## config.mk

```make
export PLATFORM = sky130hd
export DESIGN_NAME = gpio_bank
export DESIGN_NICKNAME = d
export VERILOG_FILES = /design/src/rtl/gpio_bank_pkg.sv /design/src/rtl/gpio_sync.sv /design/src/rtl/gpio_port.sv /design/src/rtl/gpio_bank.sv
export SDC_FILE = /design/constraint.sdc
export NUM_CORES = 1
export LEC_CHECK = 0
export BUFFER_PORTS_ARGS = -buffer_cell sky130_fd_sc_hd__buf_2
export CAP_MARGIN = 30
export CORE_MARGIN = 8
export CORE_UTILIZATION = 50
export DETAILED_ROUTE_END_ITERATION = 16
export PLACE_DENSITY = 0.81
export RECOVER_POWER = 25
export REMOVE_ABC_BUFFERS = 1
export SYNTH_ARGS = -nofsm -noshare
export SYNTH_HDL_FRONTEND = slang
export SYNTH_SLANG_ARGS = --single-unit
```

## constraint.sdc

```tcl
create_clock -name clk -period 2.8 [get_ports clk]
set_clock_uncertainty 0.2 [all_clocks]
set_input_delay 0.28 -clock clk [delete_from_list [all_inputs] [get_ports clk]]
set_output_delay 0.28 -clock clk [all_outputs]
set_load 0.02 [all_outputs]
```

## src/rtl/gpio_bank_pkg.sv

```systemverilog
package gpio_bank_pkg;
    // Register group order inside the window (address bits 6:4).
    typedef enum logic [2:0] {
        GRP_EN   = 3'd0,
        GRP_OE   = 3'd1,
        GRP_OUT  = 3'd2,
        GRP_IN   = 3'd3,
        GRP_STAT = 3'd4,
        GRP_IE   = 3'd5,
        GRP_LEV  = 3'd6,
        GRP_CLR  = 3'd7
    } grp_e;

    localparam int ALIAS_BIT = 11;
endpackage

```

## src/rtl/gpio_sync.sv

```systemverilog
module gpio_sync #(
    parameter int W = 32
) (
    input  logic         clk,
    input  logic         rst_n,
    input  logic [W-1:0] d,
    output logic [W-1:0] q
);
    logic [W-1:0] stage1;

    always_ff @(posedge clk or negedge rst_n) begin
        if (!rst_n) begin
            stage1 <= '0;
            q      <= '0;
        end else begin
            stage1 <= d;
            q      <= stage1;
        end
    end
endmodule

```

## src/rtl/gpio_port.sv

```systemverilog
module gpio_port
    import gpio_bank_pkg::*;
#(
    parameter int W = 8
) (
    input  logic         clk,
    input  logic         rst_n,
    input  logic         wr_en,
    input  grp_e         wr_grp,
    input  logic [W-1:0] wr_mask,
    input  logic [W-1:0] wr_val,
    input  logic [W-1:0] pin_s,
    output logic [W-1:0] en_q,
    output logic [W-1:0] oe_q,
    output logic [W-1:0] out_q,
    output logic [W-1:0] ie_q,
    output logic [W-1:0] lev_q,
    output logic [W-1:0] stat_q
);
    logic [W-1:0] hit;
    logic [W-1:0] clr;

    function automatic logic [W-1:0] merge(input logic [W-1:0] cur,
                                           input logic [W-1:0] m,
                                           input logic [W-1:0] v);
        return (cur & ~m) | (v & m);
    endfunction

    always_comb begin
        hit = en_q & ~(pin_s ^ lev_q);
        clr = (wr_en && wr_grp == GRP_CLR) ? (wr_mask & wr_val) : '0;
    end

    always_ff @(posedge clk or negedge rst_n) begin
        if (!rst_n) begin
            en_q   <= '0;
            oe_q   <= '0;
            out_q  <= '0;
            ie_q   <= '0;
            lev_q  <= '0;
            stat_q <= '0;
        end else begin
            if (wr_en) begin
                unique case (wr_grp)
                    GRP_EN:  en_q  <= merge(en_q,  wr_mask, wr_val);
                    GRP_OE:  oe_q  <= merge(oe_q,  wr_mask, wr_val);
                    GRP_OUT: out_q <= merge(out_q, wr_mask, wr_val);
                    GRP_IE:  ie_q  <= merge(ie_q,  wr_mask, wr_val);
                    GRP_LEV: lev_q <= merge(lev_q, wr_mask, wr_val);
                    default: ;
                endcase
            end
            // set has priority over clear
            stat_q <= (stat_q & ~clr) | hit;
        end
    end

    // a matching pin sets its status bit on the next edge
    p_stat_set_r8: assert property (@(posedge clk) disable iff (!rst_n)
        (hit != '0) |=> ((stat_q & $past(hit)) == $past(hit)));

    // status is sticky without clear or new match
    p_stat_hold_r8: assert property (@(posedge clk) disable iff (!rst_n)
        (!(wr_en && wr_grp == GRP_CLR) && hit == '0) |=> $stable(stat_q));

    // cleared bits with no match go low
    p_stat_clr_r9: assert property (@(posedge clk) disable iff (!rst_n)
        (clr != '0 && (clr & hit) == '0) |=> ((stat_q & $past(clr)) == '0));

    // bits outside the mask keep their value
    p_out_mask_r4: assert property (@(posedge clk) disable iff (!rst_n)
        (wr_en && wr_grp == GRP_OUT) |=>
            ((out_q & ~$past(wr_mask)) == ($past(out_q) & ~$past(wr_mask))));

    // no write to the output group leaves it unchanged
    p_out_stable_r11: assert property (@(posedge clk) disable iff (!rst_n)
        !(wr_en && wr_grp == GRP_OUT) |=> $stable(out_q));
endmodule

```

## src/rtl/gpio_bank.sv

```systemverilog
module gpio_bank
    import gpio_bank_pkg::*;
#(
    parameter int NUM_PORTS = 4,
    parameter int PORT_W    = 8
) (
    input  logic        clk,
    input  logic        rst_n,
    input  logic        bus_wr,
    input  logic [11:0] bus_addr,
    input  logic [31:0] bus_wdata,
    output logic [31:0] bus_rdata,
    input  logic [31:0] pad_in,
    output logic [31:0] pad_out,
    output logic [31:0] pad_oe,
    output logic        irq
);
    localparam int PINS = NUM_PORTS * PORT_W;

    logic [PINS-1:0]   pin_s;
    logic              addr_ok;
    logic              is_alias;
    grp_e              grp;
    logic [1:0]        psel;
    logic [PORT_W-1:0] wmask;
    logic [PORT_W-1:0] wval;
    logic [NUM_PORTS-1:0] port_wr;

    logic [PORT_W-1:0] en_a   [NUM_PORTS];
    logic [PORT_W-1:0] oe_a   [NUM_PORTS];
    logic [PORT_W-1:0] out_a  [NUM_PORTS];
    logic [PORT_W-1:0] ie_a   [NUM_PORTS];
    logic [PORT_W-1:0] lev_a  [NUM_PORTS];
    logic [PORT_W-1:0] stat_a [NUM_PORTS];

    gpio_sync #(.W(PINS)) i_sync (
        .clk   (clk),
        .rst_n (rst_n),
        .d     (pad_in[PINS-1:0]),
        .q     (pin_s)
    );

    always_comb begin
        is_alias = bus_addr[ALIAS_BIT];
        addr_ok  = (bus_addr[10:7] == 4'd0) && (bus_addr[1:0] == 2'd0);
        grp      = grp_e'(bus_addr[6:4]);
        psel     = bus_addr[3:2];
        wval     = bus_wdata[PORT_W-1:0];
        wmask    = is_alias ? bus_wdata[2*PORT_W-1:PORT_W] : '1;
    end

    generate
        for (genvar p = 0; p < NUM_PORTS; p++) begin : g_port
            assign port_wr[p] = bus_wr && addr_ok && (int'(psel) == p);

            gpio_port #(.W(PORT_W)) i_port (
                .clk     (clk),
                .rst_n   (rst_n),
                .wr_en   (port_wr[p]),
                .wr_grp  (grp),
                .wr_mask (wmask),
                .wr_val  (wval),
                .pin_s   (pin_s[p*PORT_W +: PORT_W]),
                .en_q    (en_a[p]),
                .oe_q    (oe_a[p]),
                .out_q   (out_a[p]),
                .ie_q    (ie_a[p]),
                .lev_q   (lev_a[p]),
                .stat_q  (stat_a[p])
            );

            assign pad_out[p*PORT_W +: PORT_W] = out_a[p];
            assign pad_oe[p*PORT_W +: PORT_W]  = oe_a[p] & en_a[p];
        end
        if (PINS < 32) begin : g_pad_fill
            assign pad_out[31:PINS] = '0;
            assign pad_oe[31:PINS]  = '0;
        end
    endgenerate

    always_comb begin
        bus_rdata = '0;
        for (int p = 0; p < NUM_PORTS; p++) begin
            if (addr_ok && int'(psel) == p) begin
                unique case (grp)
                    GRP_EN:   bus_rdata[PORT_W-1:0] = en_a[p];
                    GRP_OE:   bus_rdata[PORT_W-1:0] = oe_a[p];
                    GRP_OUT:  bus_rdata[PORT_W-1:0] = out_a[p];
                    GRP_IN:   bus_rdata[PORT_W-1:0] = pin_s[p*PORT_W +: PORT_W];
                    GRP_STAT: bus_rdata[PORT_W-1:0] = stat_a[p];
                    GRP_IE:   bus_rdata[PORT_W-1:0] = ie_a[p];
                    GRP_LEV:  bus_rdata[PORT_W-1:0] = lev_a[p];
                    GRP_CLR:  bus_rdata[PORT_W-1:0] = '0;
                endcase
            end
        end
    end

    always_comb begin
        irq = 1'b0;
        for (int p = 0; p < NUM_PORTS; p++) begin
            irq = irq | (|(stat_a[p] & ie_a[p]));
        end
    end

    // a write reaches at most one port
    p_one_port_r2: assert property (@(posedge clk) disable iff (!rst_n)
        $onehot0(port_wr));
endmodule

```

==> results of run 1 <==
[what timing repair did]
item / 4_1_cts / 5_1_grt
gates resized for setup: 10 / 22
hold endpoints to repair: 229 / 0
pin swaps: 4 / 6
setup endpoints to repair: 6 / 8
buffers inserted: 3 / 9
hold buffers: 34 / 0
[synth_stat cells, drive strengths merged, types with 8 or more instances]
master | count | area (sq um)
dfrtp | 256 | 6410
mux2 | 179 | 2050
nand2 | 151 | 567
nor2 | 150 | 578
o21ai | 56 | 280
clkbuf | 54 | 204
buf | 35 | 235
and2 | 32 | 200
xnor2 | 32 | 280
a22oi | 23 | 173
mux2i | 23 | 230
nor2b | 17 | 106
nand2b | 16 | 100
a22o | 15 | 131
a21oi | 14 | 70.1
a221oi | 14 | 123
a211oi | 11 | 82.6
nor3 | 9 | 67.6
nand3 | 8 | 40.0
or4 | 8 | 60.1
[cells in the final DEF, fill, tap and decap left out, drive strengths merged, types with 15 or more instances in the layout]
cell type and n:
a22o 15, a22oi 23, and2 32, buf 254, clkbuf 44, conb 24
dfrtp 256, dlygate4sd3 34, mux2 179, mux2i 23, nand2 151, nand2b 16
nor2 150, nor2b 17, o21ai 56, xnor2 32
[per-layer routing]
| metal | share of wire | GRT usage |
|---|---|---|
| met1 | 0.38 | 0.354 |
| met2 | 0.45 | 0.420 |
| met3 | 0.11 | 0.0664 |
| met4 | 0.061 | 0.159 |
| met5 | 0 | 0 |
[power by group through the flow]
stage	Clock, mW	Sequential (mW)	Combinational (mW)
6_report	3.74	3.81	0.719
5_1_grt	3.91	3.82	0.767
4_1_cts	3.77	3.81	0.689
3_5_place_dp	0	3.88	0.641
3_3_place_gp	0	3.87	0.633
2_1_floorplan	0	3.86	0.261
[how the worst max path moves through the flow]
stage                                    start      endpoint  slack (ns)  cells past startpoint
finish                                    flop  bus_rdata[6]       -0.05                      6
global route        g_port[3].i_port.stat_q[6]  bus_rdata[6]       -0.03                      5
global placement                   bus_addr[5]  bus_rdata[3]        -0.1                      7
floorplan                         bus_addr[10]          flop       -0.19                      5
detailed placement                 bus_addr[5]  bus_rdata[3]       -0.08                      7
CTS                                bus_addr[5]  bus_rdata[6]       -0.02                      8
[logic make-up after synthesis]
kind of cell,after synthesis,synth area share
muxes,206,0.188
and+or+nand+nor,405,0.146
DFF,256,0.510
other,1,0.000298
xor gates and xnor gates,32,0.0223
AOI/OAI and AO/OA,178,0.0970
buffers and inverters,96,0.0370
[stage by stage]
| stage | power [mW] | setup TNS (ns) | utilization |
|---|---|---|---|
| after floorplan | 4.12 | -6.64 | - |
| after detailed placement | 4.52 | -0.428 | 0.571 |
| after global placement | 4.51 | -0.0977 | 0.571 |
| final | 8.27 | -0.0466 | 0.631 |
| after CTS | 8.27 | -0.0225 | 0.625 |
| after global routing | 8.50 | -0.0277 | 0.631 |
[layout make-up]
| class | count | area (sq um) |
|---|---|---|
| multi-input cells | 845 | 5910 |
| well taps | 330 | 413 |
| flip-flops and latches | 256 | 6410 |
| fillers | 1974 | 9210 |
| repair buffers | 290 | 2060 |
| inverters | 7 | 33.8 |
| diodes | 1 | 2.50 |
| clock inverters | 7 | 85.1 |
| clock buffers | 42 | 845 |
[worst register-to-register path: cells and delay by family, from the launching register on]
kind	cells	cell delay, ns
flops	1	0.41
buf+inv	1	0.15
simple gates	2	0.12
xor+xnor	1	0.11
==> impl_metrics.env, run 1 <==
export IMPL_power_internal_mw=6.28
export IMPL_wire_per_inst_um=24.0
export IMPL_die_area_sq_mm=0.0305
export IMPL_crit_path_start_kind="flop"
export IMPL_critical_path_endpoint_type="primary output"
export IMPL_asyncSetResetFlopFracSynth=1.00
export IMPL_drt_initial_drc_count=1240
export IMPL_final_non_filler_cell_total=1778
export IMPL_dpl_hpwl_um=30500
export IMPL_tightest_slew_ns=1.89
export IMPL_cellLeakagePower_nw=7.46
export IMPL_design_area_sq_mm=0.0158
export IMPL_final_period_minus_worst_setup_slack_ns=2.85
export IMPL_cell_at_the_root_of_the_clock_tree="sky130_fd_sc_hd__clkbuf_16"
export IMPL_timing_critical_path_buf_inv=1
export IMPL_yosysUniqueCellTypes=56
export IMPL_num_nets_final=1508
export IMPL_ys_warnings_count=0
export IMPL_num_io_pins=176
export IMPL_timing_setup_critical_path_class="reg2out"
export IMPL_die_height_um=175
export IMPL_globalRoute_totalOverflow=0
export IMPL_rows=58
export IMPL_netlist_instances=1174
export IMPL_finalWeightedCongestion=0.997
export IMPL_floorplan_die_width_um=175
export IMPL_min_from="bus_wdata[13]"
export IMPL_syn2layout_area_growth_pct=25.3
export IMPL_reg2regPathDepth=4
export IMPL_maxSlewViolCount=61
export IMPL_start_util=0.504
export IMPL_timing_rr_end="g_port[3].i_port.stat_q[4]"
export IMPL_clock_tree_buffer_depth=3
export IMPL_timing_critical_path_arrival_ns=2.37
export IMPL_grt_antenna_before_repair=0
export IMPL_synth_flop_cell="sky130_fd_sc_hd__dfrtp_1"
export IMPL_postSynthAreaPerCell_sq_um=10.7
export IMPL_cts_buffers_inserted=29
export IMPL_synth_seq_area_share=0.510
export IMPL_critical_path_peak_fanout=3
export IMPL_setup_ws_ns=-0.0466
export IMPL_placed_cells=1682
export IMPL_r2r_start="i_sync.q[28]"
export IMPL_vdd_drop_max_mv=0.431
export IMPL_violations="capacitance limit, slew limit, setup timing"
export IMPL_timing_critical_path_slowest_stage_cell="sky130_fd_sc_hd__or4_4"
export IMPL_hold_violations=0
export IMPL_portBuffers=135
export IMPL_preCtsSetupSlack_ns=-0.0797
export IMPL_synth_ff_latch_count=256
export IMPL_switching_share=0.241
export IMPL_grt_first_pass_wirelength_um=65200
export IMPL_hold_path_cell_count=4
export IMPL_power_per_cell_area_mw_per_mm2=525
export IMPL_status="finished, violations left"
export IMPL_final_antenna_net_count=0
export IMPL_slowest_delay_ns=0.49
export IMPL_via_count_of_the_first_global_routing_pass=10900
export IMPL_clkSlewWorstSetupHoldPaths_ns=0.06
export IMPL_post_dp_cell_area_sq_mm=0.0143
export IMPL_timing_critical_path_max_delay_family="simple AND/OR/NAND/NOR gates"
export IMPL_route_vias_total=10700
export IMPL_drt_drc_violations_left=0
export IMPL_combPwrFrac=0.087
export IMPL_grt_total_usage=0.276
export IMPL_core_area_sq_mm=0.0250
export IMPL_post_route_period_util=1.02
export IMPL_cts_sinks=256
export IMPL_hold_slack_final_ns=0.0190
export IMPL_slew_hr=-0.261
export IMPL_pin_count_of_the_biggest_net_entering_global_routing=64
export IMPL_path_cells="nand2b_1 > a22o_1 > a222oi_1 > nor2_1 > or4_4 > buf_6"
export IMPL_power_net_switching_mw=1.99
export IMPL_unrepaired_setup_endpoints_after_global_routing="yes"
export IMPL_clock_tree_htree_level_count=1
export IMPL_share_of_cells_above_drive_strength_1=0.351
export IMPL_min_delay_path_class="in2reg"
export IMPL_max_cap_violations=1
export IMPL_post_detailed_route_via_to_cell_ratio=6.01
export IMPL_drt_pre_antenna_iters=6
export IMPL_tritoncts="yes"
export IMPL_worst_endpoint_required_ns=2.32
export IMPL_synth_cell_area_sq_mm=0.0126
export IMPL_synth_enable_flop_cells=0
export IMPL_timing_fmax_mhz=351
export IMPL_detail_route_wirelength_um=42700
export IMPL_p_clk_frac=0.452
export IMPL_clk_insertion_delay_late_ns=0.54
export IMPL_setup_violations=1
export IMPL_ff2ff_setup_slack_ns=1.68
export IMPL_power_sequential_fraction=0.461
(Power assumes the default switching activity.)
==> run 2, diff against run 1 <==
--- a/config.mk
+++ b/config.mk
@@ -13,6 +13,7 @@
 export PLACE_DENSITY = 0.81
 export RECOVER_POWER = 25
 export REMOVE_ABC_BUFFERS = 1
+export SKIP_LAST_GASP = 1
 export SYNTH_ARGS = -nofsm -noshare
 export SYNTH_HDL_FRONTEND = slang
 export SYNTH_SLANG_ARGS = --single-unit
==> impl_metrics.env, run 2 (synthesis results as in run 1) <==
export IMPL_portBuffers=135
export IMPL_timing_fmax_mhz=352
export IMPL_clk_insertion_delay_late_ns=0.54
export IMPL_pin_count_of_the_biggest_net_entering_global_routing=64
export IMPL_critical_path_peak_fanout=3
export IMPL_die_area_sq_mm=0.0305
export IMPL_grt_total_usage=0.276
export IMPL_cts_sinks=256
export IMPL_preCtsSetupSlack_ns=-0.0797
export IMPL_violations="capacitance limit, slew limit, setup timing"
export IMPL_dpl_hpwl_um=30500
export IMPL_floorplan_die_width_um=175
export IMPL_cts_buffers_inserted=29
export IMPL_hold_violations=0
export IMPL_maxSlewViolCount=61
export IMPL_wire_per_inst_um=24.0
export IMPL_commonest_non_fill_non_tap_cell_in_the_layout="sky130_fd_sc_hd__dfrtp_1"
export IMPL_share_of_cells_above_drive_strength_1=0.351
export IMPL_start_util=0.504
export IMPL_layout_cells_most_common_list="256 x sky130_fd_sc_hd__dfrtp_1, 166 x sky130_fd_sc_hd__mux2_2, 151 x sky130_fd_sc_hd__nand2_1"
export IMPL_critical_path_endpoint_type="primary output"
export IMPL_ff2ff_setup_slack_ns=1.69
export IMPL_min_from="bus_wdata[13]"
export IMPL_tightest_slew_ns=1.86
export IMPL_setup_ws_ns=-0.0412
export IMPL_drt_initial_drc_count=1186
export IMPL_total_power_consumption_of_the_routed_design_mw=8.26
export IMPL_setup_violations=3
export IMPL_die_height_um=175
export IMPL_detail_route_wirelength_um=42600
export IMPL_power_per_cell_area_mw_per_mm2=525
export IMPL_slew_hr=-0.240
export IMPL_max_cap_violations=1
export IMPL_post_route_period_util=1.01
export IMPL_drt_drc_violations_left=0
export IMPL_cellLeakagePower_nw=7.46
export IMPL_vdd_drop_max_mv=0.435
export IMPL_core_area_sq_mm=0.0250
export IMPL_syn2layout_area_growth_pct=25.3
export IMPL_via_count_of_the_first_global_routing_pass=10900
export IMPL_crit_path_start_kind="flop"
export IMPL_worst_endpoint_required_ns=2.32
export IMPL_status="finished, violations left"
export IMPL_unrepaired_setup_endpoints_after_global_routing="yes"
export IMPL_post_detailed_route_via_to_cell_ratio=5.98
export IMPL_post_dp_cell_area_sq_mm=0.0143
export IMPL_timing_critical_path_arrival_ns=2.36
export IMPL_min_delay_path_class="in2reg"
export IMPL_finalWeightedCongestion=0.997
export IMPL_tritoncts="yes"
export IMPL_grt_first_pass_wirelength_um=65200
export IMPL_drt_pre_antenna_iters=7
export IMPL_clock_tree_buffer_depth=3
export IMPL_cell_at_the_root_of_the_clock_tree="sky130_fd_sc_hd__clkbuf_16"
export IMPL_final_non_filler_cell_total=1778
export IMPL_globalRoute_totalOverflow=0
export IMPL_timing_setup_critical_path_class="reg2out"
export IMPL_num_nets_final=1508
export IMPL_hold_path_cell_count=4
export IMPL_clock_tree_htree_level_count=1
export IMPL_design_area_sq_mm=0.0157
export IMPL_num_io_pins=176
export IMPL_rows=58
export IMPL_placed_cells=1682
export IMPL_grt_antenna_before_repair=0
export IMPL_reg2regPathDepth=4
export IMPL_final_antenna_net_count=0
export IMPL_clkSlewWorstSetupHoldPaths_ns=0.06
export IMPL_route_vias_total=10600
export IMPL_final_period_minus_worst_setup_slack_ns=2.84
export IMPL_timing_rr_end="g_port[3].i_port.stat_q[4]"
export IMPL_r2r_start="i_sync.q[28]"
==> run 2: cell counts in the layout (fill, tap and decap cells not counted) <==
Identical to the previous run, type by type.
==> run 2: layer usage <==
layer | vias to the layer above | wire, um | track usage
met4 | 0 | 2550 | 0.159
li1 | 4576 | - | -
met3 | 174 | 4580 | 0.0664
met2 | 676 | 19200 | 0.420
met1 | 5213 | 16300 | 0.354
met5 | - | 0 | 0
==> run 2: through the flow <==
step	setup TNS [ns]	hold slack [ns]	util
floorplan	-6.64	-0.216	-
CTS	-0.0225	0.00325	0.625
detailed placement	-0.428	0.0794	0.571
finish	-0.0562	0.0170	0.631
global route	-0.0559	0.0497	0.631
global placement	-0.0977	0.0733	0.571
==> run 2: timing repair <==
action | 4_1_cts | 5_1_grt
buffers inserted | 3 | 9
endpoints found under the setup margin | 6 | 8
hold buffers | 34 | 0
hold endpoints to repair | 229 | 0
gates resized for setup | 10 | 20
pin swaps | 4 | 5
==> run 2: worst max path at each step <==
stage	startpoint	end	slack, ns	cells after the start
4_1_cts	bus_addr[5]	bus_rdata[6]	-0.02	8
5_1_grt	flop	bus_rdata[6]	-0.04	6
2_1_floorplan	bus_addr[10]	flop	-0.19	5
3_3_place_gp	bus_addr[5]	bus_rdata[3]	-0.1	7
6_report	flop	bus_rdata[6]	-0.04	6
3_5_place_dp	bus_addr[5]	bus_rdata[3]	-0.08	7
==> run 2: area by class of cell <==
class / count / area (sq um)
clock inverter: 7 / 85.1
multi-input combinational: 845 / 5910
clock buffer: 42 / 845
inverter: 7 / 33.8
sequential: 256 / 6410
antenna: 1 / 2.50
fill: 1976 / 9220
timing repair buffer: 290 / 2060
tap: 330 / 413
==> run 2: critical path, cell delays in order (launching register included) <==
cell and delay [ns]:
sky130_fd_sc_hd__dfrtp_1 0.40, sky130_fd_sc_hd__nand2b_1 0.16, sky130_fd_sc_hd__a22o_1 0.18, sky130_fd_sc_hd__a222oi_1 0.35, sky130_fd_sc_hd__nor2_1 0.09, sky130_fd_sc_hd__or4_4 0.50
sky130_fd_sc_hd__buf_6 0.15
==> run 2: report_power, final <==
part           switching [mW]  leakage, nW  internal [mW]
Clock                    1.49        0.463           2.25
Combinational           0.454         3.74          0.260
Sequential             0.0460         3.26           3.77
Total                    1.99         7.46           6.27
